<file path="config.mk">
export PLATFORM = sky130hd
export DESIGN_NAME = dual_xbar_arb
export DESIGN_NICKNAME = d
export VERILOG_FILES = /design/src/rtl/dual_xbar_arb.sv
export SDC_FILE = /design/constraint.sdc
export NUM_CORES = 1
export LEC_CHECK = 0
export ABC_AREA = 1
export BUFFER_PORTS_ARGS = -buffer_cell sky130_fd_sc_hd__buf_4
export CAP_MARGIN = 20
export CORE_AREA = 3 3 108 110
export DETAILED_ROUTE_END_ITERATION = 8
export DIE_AREA = 0 0 111 113
export GPL_TIMING_DRIVEN = 0
export PLACE_DENSITY = 0.58
export SLEW_MARGIN = 20
export SYNTH_ARGS = -nofsm -noshare
export SYNTH_HDL_FRONTEND = slang
export SYNTH_SLANG_ARGS = --single-unit
</file>
<file path="constraint.sdc">
create_clock -name clk -period 1.66 [get_ports clk]
set_clock_uncertainty 0.05 [all_clocks]
set_input_delay 0.498 -clock clk [delete_from_list [all_inputs] [get_ports clk]]
set_output_delay 0.498 -clock clk [all_outputs]
set_load 0.05 [all_outputs]
</file>
<file path="src/rtl/dual_xbar_arb.sv">
module dual_xbar_arb #(
  parameter int AW = 32,
  parameter int DW = 32,
  parameter int CW = 4
) (
  input  logic          clk,
  input  logic          rst_n,
  input  logic          m0_req,
  input  logic [AW-1:0] m0_addr,
  input  logic [DW-1:0] m0_wdata,
  input  logic [CW-1:0] m0_ctrl,
  input  logic          m1_req,
  input  logic [AW-1:0] m1_addr,
  input  logic [DW-1:0] m1_wdata,
  input  logic [CW-1:0] m1_ctrl,
  output logic          ch0_vld,
  output logic [AW-1:0] ch0_addr,
  output logic [DW-1:0] ch0_data,
  output logic [CW-1:0] ch0_ctrl,
  output logic          ch1_vld,
  output logic [AW-1:0] ch1_addr,
  output logic [DW-1:0] ch1_data,
  output logic [CW-1:0] ch1_ctrl,
  output logic          m0_gnt,
  output logic          m1_gnt,
  output logic          sw_sel
);
  localparam int MSB = AW - 1;

  logic g0, g1, sw, pri;
  logic s0, s1, keep0, keep1, c0, c1, blk0, blk1, col;
  logic ng0, ng1, nsw;

  assign s0    = m0_addr[MSB];
  assign s1    = m1_addr[MSB];
  assign keep0 = g0 & m0_req;
  assign keep1 = g1 & m1_req;
  assign c0    = m0_req & ~g0;
  assign c1    = m1_req & ~g1;
  // held slave of master 0 is sw, of master 1 is ~sw
  assign blk0  = keep1 & (s0 == ~sw);
  assign blk1  = keep0 & (s1 == sw);
  assign col   = c0 & c1 & (s0 == s1) & ~blk0 & ~blk1;

  assign ng0 = keep0 | (c0 & ~blk0 & ~(col & pri));
  assign ng1 = keep1 | (c1 & ~blk1 & ~(col & ~pri));

  always_comb begin
    if (keep0 | keep1) nsw = sw;
    else if (ng0)      nsw = s0;
    else if (ng1)      nsw = ~s1;
    else               nsw = sw;
  end

  always_ff @(posedge clk) begin
    if (!rst_n) begin
      g0  <= 1'b0;
      g1  <= 1'b0;
      sw  <= 1'b0;
      pri <= 1'b0;
    end else begin
      g0 <= ng0;
      g1 <= ng1;
      sw <= nsw;
      if (col) pri <= ~pri;
    end
  end

  assign m0_gnt   = g0;
  assign m1_gnt   = g1;
  assign sw_sel   = sw;

  assign ch0_vld  = sw ? g1 : g0;
  assign ch0_addr = sw ? m1_addr  : m0_addr;
  assign ch0_data = sw ? m1_wdata : m0_wdata;
  assign ch0_ctrl = sw ? m1_ctrl  : m0_ctrl;
  assign ch1_vld  = sw ? g0 : g1;
  assign ch1_addr = sw ? m0_addr  : m1_addr;
  assign ch1_data = sw ? m0_wdata : m1_wdata;
  assign ch1_ctrl = sw ? m0_ctrl  : m1_ctrl;
endmodule

</file>
* Yosys cells after proc, flatten, opt, wreduce, memory -nomap -nowiden *
Cells that the tools add are included.

storage, ports and cells
  output and inout bits = 141
  input port bits = 140
  bits in latches = 0
  RAM bits = 0
  register bits = 4
  memories kept = 0
  ROM bits = 0

operators by class
  $add $sub $neg = 0
  multipliers = 0
  equality and inequality tests = 3
  multiplexer cells = 10
  bitwise gates (word level) = 29
  shift-type cells = 0
  divide/modulo/power cells = 0
  order comparisons = 0
  reduce and logical (&&, ||, !) cells = 2

operator list
  operator           number
  $mux 32            4
  $and 1x1->1        16
  $not 1->1          10
  $mux 4             2
  $mux 1             4
  $eq 1x1->1         3
  $or 1x1->1         3
  $reduce_and 2->1   1
  $reduce_bool 2->1  1

* Longest topological paths before layout *
  depth in word-level cells = 12
  mapped depth = 13
  mapped depth without buffers = 11

* Least setup slack after synthesis *
OpenSTA, ideal clock, no wires.

  path type = reg2out
  from = reg sw (netlist: sw_sel)
  to = out ch1_ctrl[1]
  data arrival time = 2.276 ns
  path slack = -1.164 ns
  required time = 1.112 ns
  cell stages (with the launch flop) = 6
  path through = dfxtp_1 > buf_6 > inv_2 > buf_6 > clkbuf_1 > o21ai_0

between the ends
  cells in the longest elaborated chain, start to end = 1

ends and longest elaborated chain
  element                   line  text
  start: declaration        30    logic g0, g1, sw, pri;
  start signal: assignment  64    sw <= nsw;
  $mux 4                    80    assign ch1_ctrl = sw ? m0_ctrl : m1_ctrl;
  end: declaration          23    output logic [CW-1:0] ch1_ctrl,

Every way passes these cells.

* Worst setup path after layout *
  from = reg sw (netlist: sw_sel)
  to = out ch1_data[4]

between the ends
  cells in the longest elaborated chain, start to end = 1

ends and longest elaborated chain
  element           line  text
  $mux 32           79    assign ch1_data = sw ? m0_wdata : m1_wdata;
  end: declaration  22    output logic [DW-1:0] ch1_data,

Every way passes these cells.

==> results summary <==
The effective utilization at floorplan is 0.174. The total of buffers placed on input and output ports came out at 280. The post-placement cell count came out at 841. The power consumption came out at 5.91 mW.

The total routed wirelength is 15.0 mm. The H-tree depth came out at 1. The tightest hold path in the finished design has a slack of 457 ps. The fraction of the mapped netlist area in compound gates came out at 0.374. The setup slack at placement came out at -391 ps. The synthesized instance count is 421. The first detailed-routing pass took 4 iterations. After clock tree synthesis, the flow added hold-fix buffers numbering 0. The max-slew violation total from the final report came to 0.

The CTS sink count is 4. Yosys mapped the design onto 16 distinct sky130hd cell types. The reported max-cap violation count came out at 0. The total congestion overflow after global routing came out at 0. The final core utilization is 0.718.

The total CTS buffers is 3. The number of nets with antenna violations after routing is 0. The die span in x is 111 um. The share of synthesized cell area in full adder, half adder and majority cells is 0. In the finished design, the share of the clock period the worst path needs comes to 1.19. The filler-free cell count of the finished design is 876. The category of the worst setup path capture point is an output pin. Across every metal layer, demand over resource in global routing totals 0.208. The worst slew slack as a fraction of its limit is 0.804. The number of antenna violations at the first check in global routing is 0. The leading cell type in the layout, fill and taps excluded is buf_4.

The warning count from the yosys run came out at 0. The peak fanout along the critical path is 7. The wire length per cell came out at 17.1 um. The pin count of the biggest net entering global routing came out at 11. After detailed routing, the number of vias per cell comes to 4.61.

The via count of the first global-routing pass was 4310. The detailed router's first-iteration violation count is 139. Setup violations remaining at the end of the flow were counted as 138. The mean area per synthesized cell came out at 4.47 um2. The number of nets handed over by synthesis was 561. For this run, the register share of the synthesized area comes to 0.0426.

The synthesized area came out at 1880 um2. The required time of the worst setup path is 1110 ps. Setup repair after global routing could not meet its margin everywhere.

The TritonCTS clock tree is yes. The fraction of final layout cells sized beyond drive strength 1 is 0.808. The core box area is 10800 um2. The final antenna diode count is 0.

The total number of placement rows is 38. The library cells used most frequently in the layout, excluding fill and tap cells, are buf_4, buf_6, o21ai_4, inv_1, nand2_4. After clock tree synthesis, the clock-pin slew on the worst setup and hold paths is 40 ps. Compared with the post-synthesis result, the final layout area differs by 312%. The xor/xnor share of the synthesized area is 0.00466. The global-route wire length before repair is 21.6 mm. The maximum clock frequency came out at 506 MHz. The clock insertion delay at the later pin of the skew report is 220 ps.

The die is 113 um tall. The worst ir drop on vdd came out at 0.406 mV. The main combinational cell family by area after synthesis is compound AO/OA/AOI/OAI gates. The final net count is 877. The startpoint type of the worst setup path is a register. The clock tree root buffer cell is clkbuf_8. The measured slew at the worst slew-check pin is 292 ps. The number of failing hold endpoints at the final stage came out at 0.

Once routing completed, OpenROAD measured the worst setup slack at -315 ps. At the end of routability-driven placement, the weighted congestion stood at 0.907. The data arrival at the endpoint of the critical path came out at 1430 ps.

The clock period minus final worst setup slack is 1980 ps. The area enclosed by the die boundary came out at 12500 um2. The checks that failed: setup timing.

The leakage power is 3.91 nW. The type of the worst setup path is register to output pin. Of the total synthesized cell area, the portion taken by AND, OR, NAND and NOR gates is 0.344.

The count of unresolved DRC violations after routing is 0. Detailed routing inserted a total of 4041 vias. The portion of netlist area occupied by mux cells is 0. Detailed placement ended at an HPWL of 10.3 mm.

The maximum clock insertion buffer count is 2. The class of the worst hold path is register to register. The power density normalized to cell area is 763 nW/um2.

The synthesized design contains 4 register bits. The I/O pin total is 281. The run finished, with violations left.
stage by stage:
step	TNS (ps)	cell area, um2
floorplan	-32350	3080
global placement	-31540	5360
detailed placement	-32830	5360
CTS	-35480	7060
global route	-39670	7750
finish	-32620	7750
metal layers:
layer	GRT usage	wire, um	vias up
met5	0	0	-
met1	0.216	5350	1902
met2	0.418	8420	171
met4	0.0402	203	0
met3	0.0529	990	16
li1	-	-	1952
cell usage after synthesis:
| master | instances | area share |
|---|---|---|
| inv_2 | 1 | 0.0020 |
| nand2_2 | 2 | 0.0067 |
| nor2_1 | 4 | 0.0080 |
| nand3_1 | 4 | 0.011 |
| dfxtp_1 | 4 | 0.043 |
| buf_2 | 8 | 0.021 |
| clkbuf_1 | 20 | 0.040 |
| inv_1 | 77 | 0.15 |
| o21a_1 | 1 | 0.0040 |
| nand3b_1 | 1 | 0.0040 |
| buf_6 | 3 | 0.018 |
| nand2_1 | 155 | 0.31 |
| xnor2_1 | 1 | 0.0047 |
| o21ai_0 | 136 | 0.36 |
| nand3_2 | 1 | 0.0053 |
| a21oi_1 | 3 | 0.0080 |
worst max-delay path, stage by stage, from the launching register on:
cell and delay (ps):
dfxtp_4 390, inv_6 40, buf_6 120, buf_16 150
clkbuf_16 170, o21ai_4 140, buf_6 180
registers in the layout (all words and copies together) (netlist names):
register  cells
pri           1
m0_gnt        1
sw_sel        1
m1_gnt        1
logic make-up (layout without fill, tap and decap cells):
group,after synthesis,after routing
XOR/XNOR,1,1
AND/OR/NAND/NOR,167,167
flip-flops,4,4
AO/OA/AOI/OAI,140,140
buffers and inverters,109,424
final timing paths:
path,start,to,slack [ps],cells after the start
max,sw_sel,ch1_data[4],-320,6
min,pri,pri,460,2
max reg2reg,sw_sel,sw_sel,20,15
min reg2reg,pri,pri,460,2
timing repair:
action | 4_1_cts | 5_1_grt
gates resized for setup | 328 | 137
gates cloned | 12 | 8
setup buffers | 14 | 1
pin swaps | 9 | 11
setup endpoints to repair | 138 | 139
where the power goes:
group / internal (mW) / leakage (nW) / switching (mW)
registers: 0.106 / 0.0337 / 0.0148
clock network: 0.164 / 0.0228 / 0.0546
logic: 2.30 / 3.85 / 3.26
area by class of cell:
cell class / count / area, um2
Timing Repair Buffer: 314 / 3360
Multi-Input combinational cell: 308 / 3200
Sequential cell: 4 / 83.8
Clock buffer: 4 / 45.0
Tap cell: 140 / 175
Buffer: 28 / 589
Inverter: 78 / 298
Fill cell: 791 / 3050
No activity file was read; power rests on OpenSTA's default activity.
